==> config.mk <==
export PLATFORM = sky130hd
export DESIGN_NAME = paged_reg_master
export DESIGN_NICKNAME = d
export VERILOG_FILES = /design/src/rtl/prm_pkg.sv /design/src/rtl/prm_poll_timer.sv /design/src/rtl/prm_data_path.sv /design/src/rtl/paged_reg_master.sv
export SDC_FILE = /design/constraint.sdc
export NUM_CORES = 1
export LEC_CHECK = 0
export BUFFER_PORTS_ARGS = -buffer_cell sky130_fd_sc_hd__buf_2
export CORE_MARGIN = 5
export CORE_UTILIZATION = 35
export CTS_BUF_LIST = sky130_fd_sc_hd__clkbuf_4 sky130_fd_sc_hd__clkbuf_8 sky130_fd_sc_hd__clkbuf_16
export CTS_CLUSTER_DIAMETER = 50
export DETAILED_ROUTE_END_ITERATION = 8
export PLACE_DENSITY_LB_ADDON = 0.15
export SLEW_MARGIN = 20
export SYNTH_ARGS = -nofsm -noshare
export SYNTH_HDL_FRONTEND = slang
export SYNTH_SLANG_ARGS = --single-unit
==> constraint.sdc <==
create_clock -name clk -period 3.6 [get_ports clk]
set_input_delay 0.72 -clock clk [delete_from_list [all_inputs] [get_ports clk]]
set_output_delay 0.72 -clock clk [all_outputs]
set_load 0.01 [all_outputs]
==> src/rtl/prm_pkg.sv <==
package prm_pkg;

  typedef enum logic [1:0] {
    ST_OK       = 2'd0,
    ST_TIMEOUT  = 2'd1,
    ST_BUSERR   = 2'd2,
    ST_BADWIDTH = 2'd3
  } status_e;

  typedef enum logic [2:0] {
    S_IDLE,
    S_DATA_WR,
    S_PAGE,
    S_OPER,
    S_POLL,
    S_WAIT,
    S_DATA_RD
  } seq_state_e;

  localparam logic [4:0] REG_PAGE  = 5'h10;
  localparam logic [4:0] REG_OPER  = 5'h11;
  localparam logic [4:0] REG_DATA0 = 5'h18;

  localparam logic [2:0] WCODE_MAX = 3'd4;

  // number of 16-bit chunks moved for a width code
  function automatic logic [2:0] chunk_count(input logic [2:0] code);
    case (code)
      3'd0, 3'd1: chunk_count = 3'd1;
      3'd2:       chunk_count = 3'd2;
      3'd3:       chunk_count = 3'd3;
      default:    chunk_count = 3'd4;
    endcase
  endfunction

  // number of meaningful bits for a width code
  function automatic int unsigned width_bits(input logic [2:0] code);
    if (code == 3'd0) width_bits = 8;
    else              width_bits = 16 * int'(chunk_count(code));
  endfunction

endpackage

==> src/rtl/prm_poll_timer.sv <==
module prm_poll_timer #(
  parameter int unsigned WAIT_CYC = 5000
) (
  input  logic clk,
  input  logic rst,
  input  logic start,
  output logic expire
);
  localparam int unsigned CNTW = $clog2(WAIT_CYC + 1);

  logic [CNTW-1:0] cnt;
  logic            running;

  always_ff @(posedge clk) begin
    if (rst) begin
      cnt     <= '0;
      running <= 1'b0;
      expire  <= 1'b0;
    end else begin
      expire <= 1'b0;
      if (start) begin
        cnt     <= CNTW'(WAIT_CYC);
        running <= 1'b1;
      end else if (running) begin
        if (cnt <= CNTW'(1)) begin
          running <= 1'b0;
          expire  <= 1'b1;
        end else begin
          cnt <= cnt - 1'b1;
        end
      end
    end
  end


  gap_chk: assert property (@(posedge clk) disable iff (rst)
    start |=> !expire);


  single_expire_chk: assert property (@(posedge clk) disable iff (rst)
    expire |=> !expire);

endmodule

==> src/rtl/prm_data_path.sv <==
module prm_data_path
  import prm_pkg::*;
#(
  parameter int unsigned DW = 64,
  parameter int unsigned CW = 16,
  parameter int unsigned IW = 2
) (
  input  logic          clk,
  input  logic          rst,
  input  logic          load,
  input  logic [DW-1:0] wdata_in,
  input  logic [2:0]    width_in,
  input  logic [IW-1:0] idx,
  output logic [CW-1:0] wchunk,
  input  logic          cap_en,
  input  logic [CW-1:0] cap_data,
  output logic [DW-1:0] rd_merged
);
  localparam int unsigned NCH = DW / CW;

  logic [DW-1:0] wreg;
  logic [DW-1:0] rbuf;
  logic [2:0]    wq;
  logic [CW-1:0] wsel   [NCH];
  logic [DW-1:0] merged;

  function automatic logic [DW-1:0] keep_mask(input logic [2:0] code);
    logic [DW-1:0] m;
    m = '0;
    for (int b = 0; b < int'(DW); b++)
      if (b < int'(width_bits(code))) m[b] = 1'b1;
    return m;
  endfunction

  always_ff @(posedge clk) begin
    if (rst) begin
      wreg <= '0;
      rbuf <= '0;
      wq   <= '0;
    end else if (load) begin
      wreg <= wdata_in & keep_mask(width_in);
      rbuf <= '0;
      wq   <= width_in;
    end else if (cap_en) begin
      for (int g = 0; g < int'(NCH); g++)
        if (idx == IW'(g)) rbuf[g*CW +: CW] <= cap_data;
    end
  end

  for (genvar g = 0; g < int'(NCH); g++) begin : g_chunk
    assign wsel[g] = wreg[g*CW +: CW];
    assign merged[g*CW +: CW] = (cap_en && idx == IW'(g)) ? cap_data
                                                          : rbuf[g*CW +: CW];
  end

  assign wchunk    = wsel[idx];
  assign rd_merged = merged & keep_mask(wq);

endmodule

==> src/rtl/paged_reg_master.sv <==
module paged_reg_master
  import prm_pkg::*;
#(
  parameter int unsigned DW       = 64,
  parameter int unsigned CW       = 16,
  parameter int unsigned AW       = 8,
  parameter logic [4:0]  PHY_ADDR = 5'd30,
  parameter int unsigned CLK_HZ   = 50_000_000,
  parameter int unsigned POLL_US  = 100,
  parameter int unsigned POLL_MAX = 5
) (
  input  logic          clk,
  input  logic          rst,
  input  logic          cmd_valid,
  output logic          cmd_ready,
  input  logic          cmd_write,
  input  logic [AW-1:0] cmd_page,
  input  logic [AW-1:0] cmd_offset,
  input  logic [2:0]    cmd_width,
  input  logic [DW-1:0] cmd_wdata,
  output logic          done,
  output logic [1:0]    done_status,
  output logic [DW-1:0] done_rdata,
  output logic          mb_req,
  output logic          mb_we,
  output logic [4:0]    mb_phy,
  output logic [4:0]    mb_reg,
  output logic [CW-1:0] mb_wdata,
  input  logic          mb_ack,
  input  logic [CW-1:0] mb_rdata,
  input  logic          mb_err
);
  localparam int unsigned NCH      = DW / CW;
  localparam int unsigned IW       = (NCH > 1) ? $clog2(NCH) : 1;
  localparam int unsigned WAIT_CYC = (CLK_HZ / 1_000_000) * POLL_US;
  localparam int unsigned PCW      = $clog2(POLL_MAX + 1);

  seq_state_e    state;
  logic          is_wr;
  logic [AW-1:0] page_q;
  logic [AW-1:0] off_q;
  logic [2:0]    nchunk_q;
  logic [IW-1:0] idx;
  logic [PCW-1:0] poll_cnt;
  logic          timer_start;
  logic          timer_expire;
  logic          accept;
  logic          bus_state;
  logic          hit;
  logic          last_chunk;
  logic          l_we;
  logic [4:0]    l_reg;
  logic [CW-1:0] l_wd;
  logic [CW-1:0] wchunk;
  logic          cap_en;
  logic [DW-1:0] rd_merged;

  assign cmd_ready  = (state == S_IDLE);
  assign accept     = cmd_valid && cmd_ready;
  assign mb_phy     = PHY_ADDR;
  assign hit        = mb_req && mb_ack;
  assign last_chunk = (idx == IW'(nchunk_q - 3'd1));
  assign bus_state  = (state == S_DATA_WR) || (state == S_PAGE) ||
                      (state == S_OPER)    || (state == S_POLL) ||
                      (state == S_DATA_RD);
  assign cap_en     = (state == S_DATA_RD) && hit && !mb_err;

  // fields of the next request, decoded from the step
  always_comb begin
    l_we  = 1'b1;
    l_reg = REG_PAGE;
    l_wd  = '0;
    case (state)
      S_DATA_WR: begin
        l_reg = REG_DATA0 + 5'(idx);
        l_wd  = wchunk;
      end
      S_PAGE:    l_wd = {page_q, {(CW-AW-1){1'b0}}, 1'b1};
      S_OPER: begin
        l_reg = REG_OPER;
        l_wd  = {off_q, {(CW-AW-2){1'b0}}, ~is_wr, is_wr};
      end
      S_POLL: begin
        l_we  = 1'b0;
        l_reg = REG_OPER;
      end
      S_DATA_RD: begin
        l_we  = 1'b0;
        l_reg = REG_DATA0 + 5'(idx);
      end
      default: ;
    endcase
  end

  always_ff @(posedge clk) begin
    if (rst) begin
      state       <= S_IDLE;
      is_wr       <= 1'b0;
      page_q      <= '0;
      off_q       <= '0;
      nchunk_q    <= 3'd1;
      idx         <= '0;
      poll_cnt    <= '0;
      timer_start <= 1'b0;
      done        <= 1'b0;
      done_status <= ST_OK;
      done_rdata  <= '0;
      mb_req      <= 1'b0;
      mb_we       <= 1'b0;
      mb_reg      <= '0;
      mb_wdata    <= '0;
    end else begin
      done        <= 1'b0;
      timer_start <= 1'b0;

      if (bus_state && !mb_req) begin
        mb_req   <= 1'b1;
        mb_we    <= l_we;
        mb_reg   <= l_reg;
        mb_wdata <= l_wd;
      end else if (hit) begin
        mb_req <= 1'b0;
      end

      case (state)
        S_IDLE: begin
          if (accept) begin
            is_wr    <= cmd_write;
            page_q   <= cmd_page;
            off_q    <= cmd_offset;
            nchunk_q <= chunk_count(cmd_width);
            idx      <= '0;
            poll_cnt <= '0;
            if (cmd_width > WCODE_MAX) begin
              done        <= 1'b1;
              done_status <= ST_BADWIDTH;
              done_rdata  <= '0;
            end else begin
              state <= cmd_write ? S_DATA_WR : S_PAGE;
            end
          end
        end

        S_WAIT: if (timer_expire) state <= S_POLL;

        default: begin
          if (hit && mb_err) begin
            state       <= S_IDLE;
            done        <= 1'b1;
            done_status <= ST_BUSERR;
            done_rdata  <= '0;
          end else if (hit) begin
            case (state)
              S_DATA_WR: begin
                if (last_chunk) begin
                  idx   <= '0;
                  state <= S_PAGE;
                end else begin
                  idx <= idx + 1'b1;
                end
              end
              S_PAGE: state <= S_OPER;
              S_OPER: state <= S_POLL;
              S_POLL: begin
                if (mb_rdata[1:0] == 2'b00) begin
                  if (is_wr) begin
                    state       <= S_IDLE;
                    done        <= 1'b1;
                    done_status <= ST_OK;
                    done_rdata  <= '0;
                  end else begin
                    idx   <= '0;
                    state <= S_DATA_RD;
                  end
                end else if (poll_cnt == PCW'(POLL_MAX - 1)) begin
                  state       <= S_IDLE;
                  done        <= 1'b1;
                  done_status <= ST_TIMEOUT;
                  done_rdata  <= '0;
                end else begin
                  poll_cnt    <= poll_cnt + 1'b1;
                  timer_start <= 1'b1;
                  state       <= S_WAIT;
                end
              end
              S_DATA_RD: begin
                if (last_chunk) begin
                  state       <= S_IDLE;
                  done        <= 1'b1;
                  done_status <= ST_OK;
                  done_rdata  <= rd_merged;
                end else begin
                  idx <= idx + 1'b1;
                end
              end
              default: state <= S_IDLE;
            endcase
          end
        end
      endcase
    end
  end

  prm_data_path #(.DW(DW), .CW(CW), .IW(IW)) data_i (
    .clk       (clk),
    .rst       (rst),
    .load      (accept),
    .wdata_in  (cmd_wdata),
    .width_in  (cmd_width),
    .idx       (idx),
    .wchunk    (wchunk),
    .cap_en    (cap_en),
    .cap_data  (mb_rdata),
    .rd_merged (rd_merged)
  );

  prm_poll_timer #(.WAIT_CYC(WAIT_CYC)) timer_i (
    .clk    (clk),
    .rst    (rst),
    .start  (timer_start),
    .expire (timer_expire)
  );


  req_hold_chk: assert property (@(posedge clk) disable iff (rst)
    (mb_req && !mb_ack) |=> (mb_req && $stable(mb_we) && $stable(mb_reg) && $stable(mb_wdata)));


  err_stop_chk: assert property (@(posedge clk) disable iff (rst)
    (mb_req && mb_ack && mb_err) |=> (!mb_req && done && done_status == ST_BUSERR));


  bad_width_chk: assert property (@(posedge clk) disable iff (rst)
    (cmd_valid && cmd_ready && cmd_width > WCODE_MAX) |=>
      (done && done_status == ST_BADWIDTH && !mb_req));


  timeout_count_chk: assert property (@(posedge clk) disable iff (rst)
    (done && done_status == ST_TIMEOUT) |-> (poll_cnt == PCW'(POLL_MAX - 1)));


  ready_idle_chk: assert property (@(posedge clk) disable iff (rst)
    mb_req |-> !cmd_ready);

endmodule

==> summary.md, run 1 <==
## Outcome
- finished, final reports clean — result of the run

## Layout
- 42.9% — end-of-flow core utilization
- 21.5% — Area Overhead vs Synth
- data_i.rbuf x64, data_i.wreg x64, done_rdata x64 — registers with the most flip-flops
- 5270 µm² — Register Area
- 5350 µm² — area occupied by multi-input gates
- 1396 — Post-layout nets
- 28.4% — fraction of final layout cells with drive strength greater than 1
- 3095 — fillcell total

## Clocking
- sky130_fd_sc_hd__clkbuf_16 — clock root buffer
- 2 — H-tree depth reported by CTS
- 0 — buffer count from post-CTS setup fixing
- 263 — clock tree sinks
- 0.51 ns — clock insertion delay at the later pin of the skew report
- 3 — CTS Buffer Depth
- built — CTS tree
- 34 — TritonCTS Buffers
- 0.06 ns — Clock Pin Slew Worst Setup and Hold Paths
- 0 — post-CTS sizing
- 0 — Post-CTS Hold Fix Bufs

## Route
- 447 — Initial DRC Count
- 30500 µm — Post-Route WL
- 0 — antenna viol nets, final
- 8460 — total via count after detailed routing
- 4 — number of detailed-routing iterations run before antenna repair
- 0 — DRC Markers
- 4.96 — via/cell ratio
- 17.9 µm — drt wl/cell

## Power
- 5.88 mW — internal power summed over all cells
- 6.00 nW — leakage power
- 19.0% — Combinational Power Share
- 41.3% — clock network fraction of total power
- 620 nW/µm² — power per cell area
- 29.6% — Switching Share
- 0.000328 V — Peak supply drop
- 39.7% — sequential share of power
- 2.47 mW — sw power

## Floorplan
- 188 µm — x dimension of the die
- 35300 µm² — Die Area
- 35.3% — initial standard-cell utilization of the core
- 201 — count of pins on the block boundary
- 31400 µm² — area of the core region
- 65 — Core Rows
- 188 µm — overall die height

## Global routing
- 5 — initial antenna violation count
- 16.7% — global-route usage over all layers
- 69 — pin count of the biggest net entering global routing
- 8221 — via count of the first global-routing pass
- 47700 µm — wire length of the first global-routing pass
- 0 — total gr overflow

## Yosys
- 0% — Async SR Flop Fraction
- sky130_fd_sc_hd__dfxtp_1 — main flop type after synthesis
- 69 — distinct cell type count after synthesis
- 11100 µm² — netlist area before placement
- 263 — number of synthesized register bits
- 47.5% — share of the yosys chip area belonging to registers
- 0 — Post-synth EDFFs
- 0 — Syn. warnings
- 1111 — cells after synthesis
- 9.98 µm² — synthesized area divided by synthesized cell count

## STA
- 80.9% — share of the clock period used by the worst path
- 2.91 ns — final worst path period need
- 0 ns — Setup TNS Final
- 0.0225 ns — clock tree skew after final layout
- 0.886 ns — slew at the pin closest to its max-slew limit
- 0 — fin. max-slew vios
- 0 — final setup violation count
- 0 — Final Hold Vio Count
- 40.9% — Max transition margin
- 0.344 GHz — Fmax achieved
- false — setup repair after global routing missed its margin

## Worst setup path
- flop — endpoint class of the critical path
- sky130_fd_sc_hd__dfxtp_1 — worst-path cell with the longest stage delay
- buf_4 -> nor3_2 -> o211a_1 -> nor2_1 -> nor3_4 -> buf_12 -> mux2_2 — Cell Chain, Critical Path
- 3.29 ns — worst endpoint data arrival time
- 0.69 ns — R2R setup slack
- reg -> reg — startpoint-to-endpoint class of the critical path
- flop — CP Launch Type
- 66 — biggest fanout along the worst timing path
- 0.52 ns — Crit path largest cell delay
- 3.98 ns — required time worst endpoint

## Placed design
- 20500 µm — post-DP HPWL
- 194 — count of buffers inserted at the top-level ports
- 0.811 — routability congestion estimate from global placement

## Job
- 0 — # Max-Cap Violations

## Min path
- in -> reg — type of the tightest min-delay check

[layout by cell type (no fill, tap or decap), drive strengths merged, types with 6 or more instances in the layout]
cell    instances
nand4           6
a22oi          16
nor2          171
nand2          92
clkbuf         42
inv            16
a22o           57
nand3          23
mux4           16
ha              8
conb            6
mux2i          70
and3            6
o21ai          17
buf           213
nor4            6
nor2b          71
nor3           14
mux2           65
dfxtp         263
clkinv          7
a21oi          44
[path summary, 6_finish.rpt]
| kind | from | end | cells past startpoint |
|---|---|---|---|
| setup / recovery | state[0] | done_rdata[40] | 7 |
| hold / removal | cmd_wdata[10] | data_i.wreg[10] | 2 |
| setup reg to reg | state[0] | done_rdata[40] | 7 |
| hold reg to reg | mb_reg[4] | mb_reg[4] | 2 |
[power groups by stage]
stage / sequential (mW) / clock [mW] / combinational, mW
after global routing: 3.35 / 3.66 / 1.74
after floorplan: 3.32 / 0 / 1.17
after detailed placement: 3.38 / 0 / 1.60
after global placement: 3.37 / 0 / 1.60
final: 3.32 / 3.45 / 1.58
after CTS: 3.32 / 3.54 / 1.60
[critical path: cells and delay by family, from the launching register on]
| family | cells | cell delay [ns] |
|---|---|---|
| compound gates | 1 | 0.29 |
| buf+inv | 2 | 0.68 |
| flops | 1 | 0.52 |
| mux | 1 | 0.39 |
| simple gates | 3 | 0.81 |
[kinds of logic (layout without fill, tap and decap cells)]
| group | count (synthesis) | in the layout | share of synthesized area [%] |
|---|---|---|---|
| AND/OR/NAND/NOR | 410 | 410 | 17.5 |
| other | 2 | 7 | 0.0677 |
| adder cells (fa/ha/maj) | 8 | 8 | 0.903 |
| XOR/XNOR | 9 | 9 | 0.711 |
| buffers and inverters | 96 | 284 | 4.58 |
| AO/OA/AOI/OAI | 172 | 172 | 11.2 |
| flip-flops | 263 | 263 | 47.5 |
| multiplexers | 151 | 151 | 17.6 |
[stage by stage]
stage / hold WS (ns) / instances / power (mW) / area [µm²] / setup WS [ns]
floorplan: 0.433 / 1115 / 4.49 / 11100 / 1.16
global placement: 0.438 / 1649 / 4.97 / 12300 / 0.688
detailed placement: 0.443 / 1649 / 4.98 / 12300 / 0.704
CTS: 0.397 / 1705 / 8.46 / 13500 / 0.705
global route: 0.403 / 1705 / 8.75 / 13500 / 0.488
finish: 0.417 / 1706 / 8.36 / 13500 / 0.689
[synth_stat cells (all sizes together) (17+ instances only)]
master,instances,area [µm²]
clkbuf,42,158
o21ai,17,85.1
a21oi,44,220
nand2,92,350
nand3,23,115
nor2,171,642
mux2,65,882
nor2b,71,452
a22o,57,499
mux2i,70,704
dfxtp,263,5270
buf,39,294
[layout make-up]
type	instances	share of cell area (%)
Clock buffer	42	7.03
Tap cell	402	3.74
Antenna cell	1	0.0186
Clock inverter	14	1.57
Sequential cell	263	39.1
Inverter	15	0.418
Multi-Input combinational cell	756	39.7
Timing Repair Buffer	213	8.38
[routing by layer]
metal | vias to the layer above | part of all wire [%] | track usage [%]
li1 | 4202 | - | -
met1 | 3993 | 49 | 24.4
met2 | 212 | 43 | 24.9
met3 | 43 | 6.0 | 4.24
met4 | 10 | 1.5 | 3.81
met5 | - | 0.17 | 0
(Power assumes the default switching activity.)
==> run 2: changes to the inputs <==
Clock period 3.6 ns to 2.4 ns, I/O delays scaled along.
==> summary.md, run 2 (same netlist as run 1, synthesis figures left out) <==
## Job
- 0 — # Max-Cap Violations, unchanged

## Outcome
- finished, final reports clean — result of the run

## Worst setup path
- flop — CP Launch Type
- state[2] — launch point of the worst path
- state[2] — startpoint of the lowest-slack register-to-register path
- 0.33 ns — Crit path largest cell delay, -0.19 ns
- sky130_fd_sc_hd__dfxtp_1 — worst-path cell with the longest stage delay
- 8 — Worst R2R Path Depth, +1
- reg -> reg — startpoint-to-endpoint class of the critical path
- buf_4 -> nor3_2 -> o211a_1 -> nor2_1 -> nor3_4 -> buf_12 -> buf_12 -> mux2_2 — Cell Chain, Critical Path
- done_rdata[44] — worst setup path endpoint
- 16 — biggest fanout along the worst timing path, -76%
- 2.78 ns — required time worst endpoint, -1.20 ns
- 0.17 ns — R2R setup slack, -0.52 ns
- flop — endpoint class of the critical path
- done_rdata[44] — endpoint of the worst-slack reg-to-reg timing path
- 2.61 ns — worst endpoint data arrival time, -0.68 ns
- sky130_fd_sc_hd__buf_12 — most repeated library cell on the critical path

## Floorplan
- 35300 µm² — Die Area, unchanged
- 31400 µm² — area of the core region, unchanged
- 188 µm — overall die height, unchanged
- 201 — count of pins on the block boundary, unchanged
- 188 µm — x dimension of the die, unchanged
- 35.3% — initial standard-cell utilization of the core, unchanged
- 65 — Core Rows, unchanged

## Clocking
- 0.51 ns — clock insertion delay at the later pin of the skew report, about the same
- sky130_fd_sc_hd__clkbuf_16 — clock root buffer
- 35 — TritonCTS Buffers, +2.9%
- 0 — Post-CTS Hold Fix Bufs, unchanged
- 0.06 ns — Clock Pin Slew Worst Setup and Hold Paths, about the same
- 0 — post-CTS sizing, unchanged
- 2 — H-tree depth reported by CTS, unchanged
- built — CTS tree
- 263 — clock tree sinks, unchanged
- 0 — buffer count from post-CTS setup fixing, unchanged
- 3 — CTS Buffer Depth, unchanged

## Global routing
- 0 — total gr overflow, unchanged
- 24.1% — met1 Use GR, -0.32 points
- 4.24% — met3 capacity usage during global routing, unchanged
- met2 — most heavily used metal layer in global routing
- 26.8% — met2 global-route usage, +1.9 points
- 3 — initial antenna violation count, -2
- 17.2% — global-route usage over all layers, +0.47 points
- 80 — pin count of the biggest net entering global routing, +16%
- 49200 µm — wire length of the first global-routing pass, +3.2%
- 8784 — via count of the first global-routing pass, +6.8%

## STA
- 2.23 ns — final worst path period need, -0.683 ns
- 0.704 ns — slew at the pin closest to its max-slew limit, -0.182 ns
- 0.172 ns — post-route setup slack, -0.517 ns
- 52.8% — Max transition margin, +12 points
- 92.8% — share of the clock period used by the worst path, +12 points
- 0 — Final Hold Vio Count, unchanged
- 0.449 GHz — Fmax achieved, +31%
- 0.0273 ns — clock tree skew after final layout, +0.00480 ns
- 0 — final setup violation count, unchanged
- 0 — fin. max-slew vios, unchanged
- false — setup repair after global routing missed its margin
- 0 ns — Setup TNS Final, unchanged

## Route
- 17.7 µm — drt wl/cell, -1.2%
- 513 — Initial DRC Count, +15%
- 4.90 — via/cell ratio, -1.1%
- 0 — DRC Markers, unchanged
- 0 — antenna viol nets, final, unchanged
- 30900 µm — Post-Route WL, +1.2%
- 8573 — total via count after detailed routing, +1.3%
- 7 — number of detailed-routing iterations run before antenna repair, +3

## Layout
- 1431 — Post-layout nets, +2.5%
- sky130_fd_sc_hd__dfxtp_1 — most common cell after layout, fill and taps aside
- 263 x sky130_fd_sc_hd__dfxtp_1, 193 x sky130_fd_sc_hd__buf_2, 170 x sky130_fd_sc_hd__nor2_1 — highest-count cells in the layout ignoring fill and taps
- 3078 — fillcell total, -0.55%
- 30.7% — fraction of final layout cells with drive strength greater than 1, +2.3 points
- 25.8% — Area Overhead vs Synth
- data_i.rbuf x64, data_i.wreg x64, done_rdata x64 — registers with the most flip-flops
- 1748 — number of standard cells in the final layout excluding fillers, +2.5%

## Power
- 941 nW/µm² — power per cell area, +52%
- 6.25 nW — leakage power, +4.1%
- 0.000509 V — Peak supply drop, +55%

## Placed design
- 1683 — Cell Count Post-Placement, +2.1%
- 21400 µm — post-DP HPWL, +4.8%
- 194 — count of buffers inserted at the top-level ports, unchanged
- 0.850 — routability congestion estimate from global placement, +4.8%
- 0.0984 ns — worst slack at placement, -0.605 ns

## Min path
- in -> reg — type of the tightest min-delay check

## run 2: cell type report
class                      count  area (µm²)  area share, %
clock buffer                  40         950           6.81
timing repair buffer         247        1510           10.8
multi-input combinational    756        5360           38.4
inverter                      15        56.3          0.404
antenna                        1        2.50         0.0180
sequential                   263        5270           37.8
clock inverter                24         298           2.14
tap                          402         503           3.61
## run 2: per-stage QoR
| stage | power, mW | hold slack (ns) | area, µm² | utilization [%] |
|---|---|---|---|---|
| final | 13.1 | 0.176 | 13900 | 44.4 |
| after global routing | 13.7 | 0.158 | 13900 | 44.4 |
| after CTS | 13.3 | 0.146 | 13900 | 44.4 |
| after detailed placement | 7.75 | 0.437 | 12700 | 40.4 |
| after global placement | 7.73 | 0.436 | 12700 | 40.4 |
| after floorplan | 6.74 | 0.433 | 11100 | - |
## run 2: worst min path at each step
stage	from	endpoint	slack (ns)	cells after the start
2_1_floorplan	data_i.wreg[0]	data_i.wreg[0]	0.43	2
3_3_place_gp	mb_reg[4]	mb_reg[4]	0.44	2
3_5_place_dp	mb_reg[4]	mb_reg[4]	0.44	2
4_1_cts	cmd_wdata[60]	data_i.wreg[60]	0.15	2
5_1_grt	cmd_wdata[60]	data_i.wreg[60]	0.16	2
6_report	cmd_wdata[40]	data_i.wreg[40]	0.18	2
## run 2: layer usage
metal | vias to the layer above | wire [µm] | part of all wire, %
met5 | - | 19 | 0.061
li1 | 4282 | - | -
met4 | 4 | 555 | 1.8
met1 | 4000 | 15000 | 48
met3 | 47 | 1840 | 6.0
met2 | 240 | 13500 | 44
## run 2: report_power, final
part / switching [mW] / total, mW / internal, mW
logic: 1.62 / 2.73 / 1.11
clock network: 2.04 / 5.47 / 3.43
registers: 0.209 / 4.92 / 4.71
total: 3.86 / 13.1 / 9.25
## run 2: critical path: cells and delay by family (launching register included)
kind                   cells  cell delay [ns]
AOI/OAI and AO/OA          1             0.25
and+or+nand+nor            3             0.61
muxes                      1             0.33
buffers and inverters      3             0.58
DFF                        1             0.33
==> run 3: changes to the inputs <==
Settings changed: PLACE_DENSITY set to 0.6, PLACE_DENSITY_LB_ADDON 0.15 to unset, SYNTH_HIERARCHICAL set to 1.
==> summary.md, run 3 <==
## STA
- 2.20 ns — final worst path period need, -0.0282 ns
- 0.0212 ns — clock tree skew after final layout, -0.00609 ns
- 0 — Final Hold Vio Count, unchanged
- 0.455 GHz — Fmax achieved, +1.3%
- 0.826 ns — slew at the pin closest to its max-slew limit, +0.121 ns
- 91.7% — share of the clock period used by the worst path, -1.2 points
- 0 — fin. max-slew vios, unchanged
- 0 — final setup violation count, unchanged
- 0 ns — Setup TNS Final, unchanged
- 44.8% — Max transition margin, -7.9 points
- false — setup repair after global routing missed its margin

## Min path
- cmd_wdata[57] — Worst Hold Launch
- in -> reg — type of the tightest min-delay check
- data_i/wreg[57] — hold endpoint
- 2 — Cells on Worst Hold Path, unchanged

## Global routing
- 0 — total gr overflow, unchanged
- 8213 — via count of the first global-routing pass, -6.5%
- 16.7% — global-route usage over all layers, -0.46 points
- 4 — initial antenna violation count, +1
- 66 — pin count of the biggest net entering global routing, -18%
- 45100 µm — wire length of the first global-routing pass, -8.3%

## Layout
- 25.5% — Area Overhead vs Synth
- 1336 — Post-layout nets, -6.6%
- sky130_fd_sc_hd__dfxtp_1 — most common cell after layout, fill and taps aside
- 28.0% — fraction of final layout cells with drive strength greater than 1, -2.7 points
- 44.3% — end-of-flow core utilization, -0.11 points
- 2845 — fillcell total, -7.6%
- 262 x sky130_fd_sc_hd__dfxtp_1, 194 x sky130_fd_sc_hd__buf_2, 143 x sky130_fd_sc_hd__nor2_1 — highest-count cells in the layout ignoring fill and taps
- data_i/rbuf x64, data_i/wreg x64, done_rdata x64 — registers with the most flip-flops

## Placed design
- 194 — count of buffers inserted at the top-level ports, unchanged
- 0.866 — routability congestion estimate from global placement, +1.9%
- 19900 µm — post-DP HPWL, -7.2%

## Route
- 5 — number of detailed-routing iterations run before antenna repair, -2
- 8370 — total via count after detailed routing, -2.4%
- 0 — antenna viol nets, final, unchanged
- 0 — DRC Markers, unchanged
- 377 — Initial DRC Count, -27%
- 17.6 µm — drt wl/cell, -0.33%
- 29000 µm — Post-Route WL, -6.2%
- 5.09 — via/cell ratio, +3.7%

## Yosys
- 0 — Post-synth EDFFs, unchanged
- sky130_fd_sc_hd__dfxtp_1 — count leader, synth
- 50.6% — share of the synthesized area in the top cell type, +3.1 points
- 263 — number of synthesized register bits, unchanged
- sky130_fd_sc_hd__dfxtp_1 — area leader, netlist
- 263 x sky130_fd_sc_hd__dfxtp_1, 144 x sky130_fd_sc_hd__nor2_1, 120 x sky130_fd_sc_hd__a22o_1 — most common library cells after synthesis
- 10.2 µm² — synthesized area divided by synthesized cell count, +1.9%
- 0% — Async SR Flop Fraction, unchanged
- 1024 — cells after synthesis, -7.8%
- 69 — distinct cell type count after synthesis, unchanged
- 6 — Syn. warnings, +6
- sky130_fd_sc_hd__dfxtp_1 51%, sky130_fd_sc_hd__a22o_1 10%, sky130_fd_sc_hd__mux2i_1 7.5% — Area contributors post-synth
- 50.6% — share of the yosys chip area belonging to registers, +3.1 points
- sky130_fd_sc_hd__dfxtp_1 — main flop type after synthesis
- 10400 µm² — netlist area before placement, -6.1%

## Worst setup path
- timer_i/cnt[10] — endpoint of the worst-slack reg-to-reg timing path
- timer_i/cnt[0] — startpoint of the lowest-slack register-to-register path
- 6 — biggest fanout along the worst timing path, -10
- flop — endpoint class of the critical path
- reg -> reg — startpoint-to-endpoint class of the critical path
- 0.20 ns — R2R setup slack, +0.03 ns
- flop — CP Launch Type
- 2.62 ns — worst endpoint data arrival time, about the same
- 6 — Worst R2R Path Depth, -2
- 2.82 ns — required time worst endpoint, +0.04 ns

## Floorplan
- 33300 µm² — Die Area, -5.8%
- 201 — count of pins on the block boundary, unchanged
- 182 µm — x dimension of the die, -2.9%
- 35.3% — initial standard-cell utilization of the core, about the same
- 29500 µm² — area of the core region, -6.1%
- 63 — Core Rows, -3.1%
- 182 µm — overall die height, -2.9%

## Clocking
- sky130_fd_sc_hd__clkbuf_16 — clock root buffer
- 2 — H-tree depth reported by CTS, unchanged
- 0 — post-CTS sizing, unchanged
- 0 — buffer count from post-CTS setup fixing, unchanged
- built — CTS tree
- 3 — CTS Buffer Depth, unchanged
- 34 — TritonCTS Buffers, -2.9%
- 0.06 ns — Clock Pin Slew Worst Setup and Hold Paths, about the same
- 0 — Post-CTS Hold Fix Bufs, unchanged
- 263 — clock tree sinks, unchanged
- 0.51 ns — clock insertion delay at the later pin of the skew report, about the same

## Power
- 5.69 nW — leakage power, -8.8%
- 39.3% — sequential share of power, +1.8 points
- 21.1% — Combinational Power Share, +0.3 points
- 0.000534 V — Peak supply drop, +4.9%
- 3.90 mW — sw power, +0.81%
- 30.8% — Switching Share, +1.3 points
- 12.7 mW — overall power, -3.5%
- 969 nW/µm² — power per cell area, +3.0%
- 8.75 mW — internal power summed over all cells, -5.3%
- 39.6% — clock network fraction of total power, -2.1 points

## Job
- 0 — # Max-Cap Violations, unchanged

## Outcome
- finished, final reports clean — result of the run

==> run 3: stage by stage <==
stage                     setup WS [ns]  cells  hold WS [ns]  area [µm²]
after floorplan                   0.105   1028         0.424       10400
after global placement            0.114   1581         0.437       11900
after detailed placement         0.0862   1581         0.435       11900
after CTS                         0.199   1643         0.159       13100
after global routing             0.0892   1644         0.169       13100
final                             0.200   1645         0.177       13100
==> run 3: layer usage <==
layer	vias to the layer above	global-route usage (%)	share of wire, %
met4	6	5.16	2.4
met3	55	3.91	6.2
met1	3988	22.2	44
met2	236	27.1	47
met5	-	0	0.12
li1	4085	-	-
==> run 3: worst max path at each step <==
| stage | startpoint | to | slack [ns] | cells past startpoint |
|---|---|---|---|---|
| after detailed placement | mb_err | done_rdata[3] | 0.09 | 7 |
| after global routing | timer_i/cnt[0] | timer_i/cnt[10] | 0.09 | 6 |
| after floorplan | mb_req | done_rdata[6] | 0.11 | 7 |
| final | timer_i/cnt[0] | timer_i/cnt[10] | 0.20 | 6 |
| after CTS | timer_i/cnt[0] | timer_i/cnt[10] | 0.20 | 6 |
| after global placement | mb_err | done_rdata[3] | 0.11 | 7 |
==> run 3: cells by family after synthesis <==
family	synth area share (%)
adder cells (fa/ha/maj)	0.481
flip-flops	50.6
buffers and inverters	4.58
multiplexers	12.0
XOR/XNOR	0.409
AND/OR/NAND/NOR	14.1
other	0.0722
AO/OA/AOI/OAI	17.8
==> run 3: worst max-delay path, cell delays in order (launching register included) <==
cell and delay (ns):
sky130_fd_sc_hd__dfxtp_1 0.35, sky130_fd_sc_hd__inv_1 0.10, sky130_fd_sc_hd__ha_1 0.17, sky130_fd_sc_hd__or4b_4 0.50
sky130_fd_sc_hd__or4_4 0.45, sky130_fd_sc_hd__or4_1 0.41, sky130_fd_sc_hd__a21oi_1 0.14
==> run 3: area by class of cell <==
class / count / area (µm²) / area share (%)
Sequential cell: 263 / 5270 / 40.3
Multi-Input combinational cell: 672 / 4700 / 36.0
Timing Repair Buffer: 240 / 1390 / 10.7
Clock buffer: 47 / 1020 / 7.78
Tap cell: 390 / 488 / 3.74
Clock inverter: 15 / 131 / 1.01
Inverter: 16 / 60.1 / 0.460
Antenna cell: 2 / 5.00 / 0.0383
==> run 3: power groups by stage <==
| stage | Clock, mW | Combinational, mW | Sequential, mW |
|---|---|---|---|
| 2_1_floorplan | 0 | 1.73 | 5.00 |
| 3_3_place_gp | 0 | 2.65 | 5.06 |
| 3_5_place_dp | 0 | 2.67 | 5.07 |
| 4_1_cts | 5.12 | 2.69 | 4.97 |
| 5_1_grt | 5.31 | 2.93 | 5.02 |
| 6_report | 5.00 | 2.67 | 4.97 |
